$ cat src/rtl/gb_pkg.sv
package gb_pkg;
  localparam int unsigned GB_SAMPLE_W  = 12;
  localparam int unsigned GB_IN_LANES  = 2;
  localparam int unsigned GB_OUT_LANES = 5;
endpackage

$ cat src/rtl/gb_accum.sv
// Holding buffer and packing position: merges the newly accepted lanes
// behind the held samples and releases a full word when enough are present.
module gb_accum #(
  parameter int unsigned W   = gb_pkg::GB_SAMPLE_W,
  parameter int unsigned IN  = gb_pkg::GB_IN_LANES,
  parameter int unsigned OUT = gb_pkg::GB_OUT_LANES,
  parameter int unsigned FW  = $clog2(OUT)
) (
  input  logic              clk,
  input  logic              rst_n,
  input  logic              in_valid,
  input  logic [IN*W-1:0]   in_lanes,
  output logic              emit_o,
  output logic [OUT*W-1:0]  word_o,
  output logic [FW-1:0]     fill_o
);
  localparam int unsigned HOLD = OUT - 1;
  localparam int unsigned MRG  = HOLD + IN;

  logic [W-1:0]  lane    [IN];
  logic [W-1:0]  merged  [MRG];
  logic [W-1:0]  hold_q  [HOLD];
  logic [W-1:0]  hold_d  [HOLD];
  logic [FW-1:0] fill_q, fill_d;
  logic          emit;
  int            total;

  for (genvar j = 0; j < IN; j++) begin : g_lane
    assign lane[j] = in_lanes[j*W +: W];
  end

  // merged[k]: held sample if k is below the fill level, else incoming lane k-fill
  for (genvar k = 0; k < MRG; k++) begin : g_merge
    logic [W-1:0] m;
    if (k < HOLD) begin : g_held
      always_comb begin
        m = '0;
        for (int j = 0; j < IN; j++) begin
          if (k == int'(fill_q) + j) m = lane[j];
        end
        if (k < int'(fill_q)) m = hold_q[k];
      end
    end else begin : g_new
      always_comb begin
        m = '0;
        for (int j = 0; j < IN; j++) begin
          if (k == int'(fill_q) + j) m = lane[j];
        end
      end
    end
    assign merged[k] = m;
  end

  always_comb begin
    total  = int'(fill_q) + int'(IN);
    emit   = in_valid && (total >= int'(OUT));
    fill_d = fill_q;
    if (in_valid) begin
      if (emit) fill_d = FW'(total - int'(OUT));
      else      fill_d = FW'(total);
    end
  end

  for (genvar k = 0; k < HOLD; k++) begin : g_next
    if (k + OUT < MRG) begin : g_shift
      assign hold_d[k] = emit ? merged[k+OUT] : merged[k];
    end else begin : g_keep
      assign hold_d[k] = emit ? '0 : merged[k];
    end
  end

  for (genvar k = 0; k < OUT; k++) begin : g_word
    assign word_o[k*W +: W] = merged[k];
  end

  always_ff @(posedge clk or negedge rst_n) begin
    if (!rst_n) begin
      fill_q <= '0;
      for (int k = 0; k < HOLD; k++) hold_q[k] <= '0;
    end else if (in_valid) begin
      fill_q <= fill_d;
      for (int k = 0; k < HOLD; k++) hold_q[k] <= hold_d[k];
    end
  end

  assign emit_o = emit;
  assign fill_o = fill_q;
endmodule

$ cat src/rtl/gb_outreg.sv
// Output stage: one-cycle word pulse and a word register loaded on release.
module gb_outreg #(
  parameter int unsigned DW = gb_pkg::GB_SAMPLE_W * gb_pkg::GB_OUT_LANES
) (
  input  logic          clk,
  input  logic          rst_n,
  input  logic          load,
  input  logic [DW-1:0] din,
  output logic          valid_q,
  output logic [DW-1:0] data_q
);
  always_ff @(posedge clk or negedge rst_n) begin
    if (!rst_n) begin
      valid_q <= 1'b0;
      data_q  <= '0;
    end else begin
      valid_q <= load;
      if (load) data_q <= din;
    end
  end
endmodule

$ cat src/rtl/gb_pack_2to5.sv
module gb_pack_2to5 #(
  parameter int unsigned SAMPLE_W  = gb_pkg::GB_SAMPLE_W,
  parameter int unsigned IN_LANES  = gb_pkg::GB_IN_LANES,
  parameter int unsigned OUT_LANES = gb_pkg::GB_OUT_LANES
) (
  input  logic                          clk,
  input  logic                          rst_n,
  input  logic                          in_valid,
  input  logic [IN_LANES*SAMPLE_W-1:0]  in_pair,
  output logic                          word_valid,
  output logic [OUT_LANES*SAMPLE_W-1:0] word_data
);
  localparam int unsigned FILL_W = $clog2(OUT_LANES);
  localparam int unsigned WORD_W = OUT_LANES * SAMPLE_W;

  logic              emit;
  logic [WORD_W-1:0] word_next;
  logic [FILL_W-1:0] fill_mon;

  gb_accum #(
    .W(SAMPLE_W), .IN(IN_LANES), .OUT(OUT_LANES), .FW(FILL_W)
  ) u_accum (
    .clk(clk), .rst_n(rst_n), .in_valid(in_valid), .in_lanes(in_pair),
    .emit_o(emit), .word_o(word_next), .fill_o(fill_mon)
  );

  gb_outreg #(.DW(WORD_W)) u_out (
    .clk(clk), .rst_n(rst_n), .load(emit), .din(word_next),
    .valid_q(word_valid), .data_q(word_data)
  );
endmodule

$ cat config.mk
export PLATFORM = sky130hd
export DESIGN_NAME = gb_pack_2to5
export DESIGN_NICKNAME = d
export VERILOG_FILES = /design/src/rtl/gb_pkg.sv /design/src/rtl/gb_accum.sv /design/src/rtl/gb_outreg.sv /design/src/rtl/gb_pack_2to5.sv
export SDC_FILE = /design/constraint.sdc
export NUM_CORES = 1
export LEC_CHECK = 0
export ABC_CLOCK_PERIOD_IN_PS = 2400
export BUFFER_PORTS_ARGS = -buffer_cell sky130_fd_sc_hd__buf_2
export CORE_ASPECT_RATIO = 0.75
export CORE_MARGIN = 2
export CORE_UTILIZATION = 57
export CTS_CLUSTER_SIZE = 12
export DETAILED_ROUTE_END_ITERATION = 8
export MAX_ROUTING_LAYER = met4
export PLACE_DENSITY_LB_ADDON = 0.08
export SYNTH_ARGS = -nofsm -noshare
export SYNTH_HDL_FRONTEND = slang
export SYNTH_SLANG_ARGS = --single-unit
$ cat constraint.sdc
create_clock -name clk -period 2.4 [get_ports clk]
set_input_delay 0 -clock clk [delete_from_list [all_inputs] [get_ports clk]]
set_output_delay 0 -clock clk [all_outputs]
set_load 0.005 [all_outputs]
==> key figures, run 1 <==
Run status
  – Status: completed

Floorplan
  – Die H: 90.96 µm
  – I/O pin count: 88
  – Die ar.: 10,910 µm²
  – Starting Density: 59.03%
  – Row cnt: 31
  – DIE WIDTH: 119.9 µm
  – Core Box Area: 9736 µm²

Power
  – P_leak: 3.039 nW
  – IR Drop Worst-Case VDD: 0.6933 mV
  – Pwr dens: 1380 nW/µm²

Yosys
  – Mapped Nets: 638
  – Yosys top cell by area: dfrtp_1
  – Most common cell in the netlist: dfrtp_1
  – Commonest cells post-synth: 112 x dfrtp_1, 77 x nand2_1, 38 x nor2_1
  – Top cells by area, synth: dfrtp_1 49%, nand2_1 5.0%, a31oi_1 3.9%
  – Synth warnings: 0
  – Dominant register cell in the synthesized netlist: dfrtp_1
  – Cells after Synth: 600
  – Asr flop ratio synth: 100.0%
  – Post-synthesis cell area: 5747 µm²
  – Yosys top cell area share: 48.77%
  – Post-synth EDFFs: 0
  – Synth Register Bits: 112
  – Part of the Yosys area used for sequential elements: 48.77%
  – Cell variety after synth: 39
  – Post-Syn Area per Cell: 9.578 µm²

Global routing
  – Met3 Use GR: 9.422%
  – M1 GR Usage: 45.00%
  – All-Layer GR Usage: 33.30%
  – Vias in the first global route: 5,037
  – Met2 Resource Use GR: 48.06%
  – Initial antenna violation count: 0
  – Global routing's busiest layer: met2
  – Global-route wire length before repair: 27,120 µm
  – Pin count of the biggest net entering global routing: 76
  – Overflow after GRT: 0

Drt
  – Final ANT Viol Nets: 0
  – Routed WL: 17,260 µm
  – DRC viols: 0
  – Vias: 5,318
  – Drt wl/cell: 21.38 µm
  – Vias/cell: 6.590
  – DRT Pass-1 Iters: 7
  – DR iter-0 viols: 734

Clocking
  – CTS tree: built
  – Longest Clk Path Bufs: 2
  – Sink Count: 112
  – TritonCTS Buffers: 9
  – CTS H-tree depth: 3
  – Clk Latency, worst-skew pair: 0.36 ns
  – Clk root buf: clkbuf_16
  – Worst-path clk slew: 0.08 ns

Critical path
  – CP required: 2.61 ns
  – Setup crit start kind: flop
  – Cell mode on critical path: ha_1
  – Worst path max stage delay: 0.48 ns
  – Worst R2R Path Depth: 6
  – Crit-path cells: ha_1 -> ha_1 -> a21boi_4 -> nand2_2 -> a311oi_1 -> o32ai_1
  – WS Path Type: flop to flop
  – Slowest-stage cell, CP: a311oi_1
  – Critical R2R Capture: u_accum.hold_q[6]$_DFFE_PN0P_
  – Critical path's top delay family: compound AO/OA/AOI/OAI gates
  – Worst Setup End Kind: flop
  – Crit path DAT: 2.58 ns
  – R2R setup slack: 0.03 ns
  – FF-to-FF Start: u_accum.fill_o[0]$_DFFE_PN0P_
  – CP max FO: 12
  – Sum of buffers and inverters on the critical path: 0

STA
  – Unrepaired setup endpoints after global routing: yes
  – Final setup viols: 0
  – Slew Limit Fails: 0
  – Peak Freq: 421.1 MHz
  – Worst hold margin: 0.06224 ns
  – Final WS setup: 0.02527 ns
  – Hold Vio Cnt, Final: 0
  – Setup Total Neg Slack: 0 ns
  – Slew Limit Headroom: 41.70%
  – Crit share post-route: 98.95%
  – Worst Max-Slew Pin Slew: 0.8728 ns
  – Min Tclk post-route: 2.375 ns
  – Worst clock skew: 0.005042 ns

Place
  – Placed Cells incl. Taps: 788
  – RePlAce Congestion: 1.005
  – HPWL Detailed: 11,180 µm
  – Dpl ws: -0.01141 ns
  – IO buf count: 87

Final layout
  – Final #Nets: 708
  – Layout cells sized above 1: 21.93%
  – Area Growth Syn to Fin: 14.81%
  – Fin cells: 807
  – Antenna Cells: 0
  – Fin util: 67.77%

Job
  – Max Cap Viol: 0

Min path
  – Worst Hold End: u_out.data_q[48]$_DFFE_PN0P_
  – Hold depth: 3
  – Hold_sp: in_pair[12]
  – Worst Hold Class: primary input to flop
==> registers in the layout (all words and copies together), names as in the netlist <==
| name | count |
|---|---|
| u_out.valid_q | 1 |
| u_accum.hold_q | 48 |
| u_accum.fill_o | 3 |
| u_out.data_q | 60 |
==> worst reg2reg max path: stages, from the launching register on <==
cell and delay (ns):
dfrtp_1 0.42, ha_1 0.25, ha_1 0.34, a21boi_4 0.34
nand2_2 0.25, a311oi_1 0.49, o32ai_1 0.14
==> how the worst max path moves through the flow <==
stage                                        from                        endpoint  slack, ns  depth (start not counted)
finish              u_accum.fill_o[0]$_DFFE_PN0P_   u_accum.hold_q[6]$_DFFE_PN0P_       0.03                          6
global route        u_accum.fill_o[0]$_DFFE_PN0P_   u_accum.hold_q[4]$_DFFE_PN0P_      -0.08                          6
CTS                 u_accum.fill_o[1]$_DFFE_PN0P_  u_accum.hold_q[45]$_DFFE_PN0P_       0.07                          7
detailed placement  u_accum.fill_o[1]$_DFFE_PN0P_    u_out.data_q[33]$_DFFE_PN0P_      -0.01                          8
global placement    u_accum.fill_o[1]$_DFFE_PN0P_  u_accum.hold_q[40]$_DFFE_PN0P_       0.05                          7
floorplan           u_accum.fill_o[2]$_DFFE_PN0P_    u_out.data_q[26]$_DFFE_PN0P_       0.15                         10
==> metrics by stage <==
stage               instance area (µm²)  power [mW]
floorplan                          5747       6.119
global placement                   6255       7.361
detailed placement                 6255       7.505
CTS                                6566       9.021
global route                       6598       9.747
finish                             6598       9.102
==> repair_timing <==
action	CTS	global route
resized for setup	4	4
buffers inserted	0	2
hold endpoints to repair	42	0
pin swaps	0	1
hold buffers	1	0
setup endpoints to repair	19	40
==> per-layer routing <==
layer / share of wire (%) / wire, µm / vias to the layer above
met1: 42 / 7165 / 2557
met2: 44 / 7635 / 332
li1: - / - / 2371
met5: 0 / 0 / -
met3: 11 / 1855 / 58
met4: 3.5 / 599 / 0
==> layout by cell type (no fill, tap or decap), drive strengths merged <==
master / instances
nor2: 38
nand3b: 12
nor4b: 1
a21oi: 13
dlygate4sd3: 1
ha: 10
clkinvlp: 2
and3: 36
nand2b: 13
a31oi: 36
a21boi: 3
or2: 1
a211oi: 1
inv: 20
a311oi: 12
xnor2: 1
clkbuf: 10
o21ai: 40
mux2: 1
nand3: 25
a222oi: 12
o221ai: 12
o211ai: 25
o32ai: 12
nor2b: 3
dfrtp: 112
a21bo: 1
fa: 1
buf: 114
a221oi: 12
and2: 1
clkinv: 1
nand2: 80
o31ai: 13
==> power breakdown <==
part / total (mW) / internal [mW] / switching [mW] / leakage [nW]
clock network: 1.46 / 0.723 / 0.737 / 0.132
registers: 2.93 / 2.57 / 0.368 / 1.50
logic: 4.71 / 1.72 / 2.99 / 1.41
==> area by class of cell <==
type                       instances  area, µm²
clock buffer                      10      229.0
clock inverter                     6      52.55
fill                             797       3138
inverter                          17      63.81
multi-input combinational        415       2609
sequential                       112       2803
tap                              132      165.2
timing repair buffer             115      675.6
==> cell families (layout without fill, tap and decap cells) <==
kind of cell / after synthesis / count (layout) / share of synthesized area (%)
adders and majority gates: 11 / 11 / 2.526
muxes: 1 / 1 / 0.1959
DFF: 112 / 112 / 48.77
and+or+nand+nor: 210 / 210 / 18.01
xor gates and xnor gates: 1 / 1 / 0.1524
buffers and inverters: 73 / 148 / 6.466
AOI/OAI and AO/OA: 192 / 192 / 23.88
Power figures use the tool's default switching activity.
==> run 2, diff against run 1 <==
--- a/config.mk
+++ b/config.mk
@@ -5,7 +5,7 @@
 export SDC_FILE = /design/constraint.sdc
 export NUM_CORES = 1
 export LEC_CHECK = 0
-export ABC_CLOCK_PERIOD_IN_PS = 2400
+export ABC_CLOCK_PERIOD_IN_PS = 2500
 export BUFFER_PORTS_ARGS = -buffer_cell sky130_fd_sc_hd__buf_2
 export CORE_ASPECT_RATIO = 0.75
 export CORE_MARGIN = 2
==> constraint.sdc (replaced) <==
create_clock -name clk -period 2.5 [get_ports clk]
set_input_delay 0 -clock clk [delete_from_list [all_inputs] [get_ports clk]]
set_output_delay 0 -clock clk [all_outputs]
set_load 0.005 [all_outputs]
==> key figures, run 2 (synthesized netlist as in run 1, its figures left out) <==
Run status
  – Status: completed (unchanged)

Job
  – Max Cap Viol: 0 (unchanged)

Global routing
  – Pin count of the biggest net entering global routing: 53 (was 76)
  – All-Layer GR Usage: 33.08% (was 33.30%)
  – Vias in the first global route: 5,098 (was 5,037)
  – Overflow after GRT: 0 (unchanged)
  – Global-route wire length before repair: 27,160 µm (was 27,120 µm)
  – Initial antenna violation count: 0 (unchanged)

Critical path
  – Cell mode on critical path: ha_1 (unchanged)
  – Setup crit start kind: flop (unchanged)
  – Crit-path cells: ha_1 -> ha_1 -> a21boi_2 -> nand2_2 -> a311oi_1 -> o32ai_1 (was ha_1 -> ha_1 -> a21boi_4 -> nand2_2 -> a311oi_1 -> o32ai_1)
  – CP max FO: 12 (unchanged)
  – Crit path DAT: 2.67 ns (was 2.58 ns)
  – CP required: 2.72 ns (was 2.61 ns)
  – Worst Setup End Kind: flop (unchanged)
  – Slowest-stage cell, CP: a311oi_1 (unchanged)
  – WS Path Type: flop to flop (unchanged)
  – Worst path max stage delay: 0.49 ns (was 0.48 ns)

STA
  – Final setup viols: 0 (unchanged)
  – Slew Limit Fails: 0 (unchanged)
  – Worst clock skew: 0.005140 ns (was 0.005042 ns)
  – Slew Limit Headroom: 50.00% (was 41.70%)
  – Worst Max-Slew Pin Slew: 0.7485 ns (was 0.8728 ns)
  – Hold Vio Cnt, Final: 0 (unchanged)
  – Min Tclk post-route: 2.449 ns (was 2.375 ns)
  – Unrepaired setup endpoints after global routing: yes (unchanged)
  – Crit share post-route: 97.97% (was 98.95%)
  – Setup Total Neg Slack: 0 ns (unchanged)
  – Peak Freq: 408.3 MHz (was 421.1 MHz)

Final layout
  – Area Growth Syn to Fin: 14.83% (was 14.81%)
  – Commonest cells after routing, fill and taps aside: 112 x dfrtp_1, 86 x buf_2, 76 x nand2_1 (unchanged)
  – Commonest non-fill, non-tap cell in the layout: dfrtp_1 (unchanged)
  – Post-Layout Inst Area: 6599 µm² (was 6598 µm²)
  – Fin util: 67.78% (was 67.77%)
  – Fin cells: 804 (was 807)
  – Biggest register: u_out.data_q (unchanged)
  – Antenna Cells: 0 (unchanged)
  – Layout cells sized above 1: 21.88% (was 21.93%)
  – Largest register FFs: 60 (unchanged)
  – Final #Nets: 705 (was 708)

Drt
  – DR iter-0 viols: 650 (was 734)
  – Final ANT Viol Nets: 0 (unchanged)
  – Routed WL: 16,910 µm (was 17,260 µm)
  – Vias: 5,249 (was 5,318)
  – Vias/cell: 6.529 (was 6.590)
  – Drt wl/cell: 21.03 µm (was 21.38 µm)
  – DRT Pass-1 Iters: 7 (unchanged)
  – DRC viols: 0 (unchanged)

Place
  – DP Area: 6235 µm² (was 6255 µm²)
  – RePlAce Congestion: 0.9911 (was 1.005)
  – IO buf count: 87 (unchanged)
  – Placed Cells incl. Taps: 787 (was 788)
  – HPWL Detailed: 11,110 µm (was 11,180 µm)

Clocking
  – Sink Count: 112 (unchanged)
  – Clk root buf: clkbuf_16 (unchanged)
  – Worst-path clk slew: 0.08 ns (about the same)
  – CTS H-tree depth: 3 (unchanged)
  – CTS tree: built (unchanged)
  – Longest Clk Path Bufs: 2 (unchanged)
  – TritonCTS Buffers: 9 (unchanged)
  – Post-CTS Repair Setup Buffers: 0 (unchanged)
  – Clk Latency, worst-skew pair: 0.35 ns (was 0.36 ns)

Power
  – IR Drop Worst-Case VDD: 0.6030 mV (was 0.6933 mV)
  – Pwr dens: 1323 nW/µm² (was 1380 nW/µm²)
  – Power Total: 8.730 mW (was 9.102 mW)
  – P_leak: 3.034 nW (was 3.039 nW)

Floorplan
  – Row cnt: 31 (unchanged)
  – Die H: 90.96 µm (unchanged)
  – I/O pin count: 88 (unchanged)
  – DIE WIDTH: 119.9 µm (unchanged)
  – Starting Density: 59.03% (unchanged)
  – Core Box Area: 9736 µm² (unchanged)
  – Die ar.: 10,910 µm² (unchanged)

Min path
  – Worst Hold Class: primary input to flop (unchanged)
==> run 2: cell type report <==
| class | instances | area, µm² |
|---|---|---|
| clock buffers | 10 | 239.0 |
| flip-flops and latches | 112 | 2803 |
| fillers | 767 | 3137 |
| clock inverters | 6 | 75.07 |
| repair buffers | 112 | 640.6 |
| inverters | 17 | 63.81 |
| multi-input cells | 415 | 2613 |
| well taps | 132 | 165.2 |
==> run 2: where the power goes <==
| part | internal, mW | total, mW | leakage, nW | switching, mW |
|---|---|---|---|---|
| Combinational | 1.58 | 4.40 | 1.39 | 2.82 |
| Clock | 0.820 | 1.51 | 0.151 | 0.692 |
| Sequential | 2.46 | 2.82 | 1.50 | 0.359 |
| Total | 4.86 | 8.73 | 3.03 | 3.87 |
==> run 2: worst paths after layout <==
kind                       slack [ns]  cells after the start                          start                        endpoint
max reg2reg                      0.05                      6  u_accum.fill_o[1]$_DFFE_PN0P_   u_accum.hold_q[5]$_DFFE_PN0P_
max in group asynchronous        1.64                      3                          rst_n  u_accum.hold_q[22]$_DFFE_PN0P_
max                              0.05                      6  u_accum.fill_o[1]$_DFFE_PN0P_   u_accum.hold_q[5]$_DFFE_PN0P_
min                              0.05                      3                    in_pair[12]    u_out.data_q[48]$_DFFE_PN0P_
min reg2reg                      0.47                      2   u_out.data_q[38]$_DFFE_PN0P_    u_out.data_q[38]$_DFFE_PN0P_
min in group asynchronous        0.12                      2                          rst_n    u_out.data_q[40]$_DFFE_PN0P_
==> run 2: critical path: cells and delay by family, from the launching register on <==
family          cells  cell delay (ns)
flops               1             0.48
simple gates        1             0.24
fa+ha+maj           2             0.62
compound gates      3             0.97
==> run 2: per-layer routing <==
layer / share of wire, % / GRT usage (%)
met1: 44 / 47.27
met2: 45 / 47.59
met3: 8.1 / 5.465
met4: 2.9 / 12.55
met5: 0 / -
==> run 2: through the flow <==
| step | hold WS [ns] | setup slack (ns) |
|---|---|---|
| after floorplan | -0.2956 | 0.2503 |
| after global placement | -0.04258 | 0.1792 |
| after detailed placement | -0.03708 | 0.02407 |
| after CTS | 0.03392 | 0.09992 |
| after global routing | 0.07297 | -0.05726 |
| final | 0.04742 | 0.05081 |
==> run 2: repair_timing <==
item	in CTS	in global routing
setup endpoints to repair	1	58
hold buffers	1	0
endpoints found under the hold margin	80	0
resized for setup	1	7
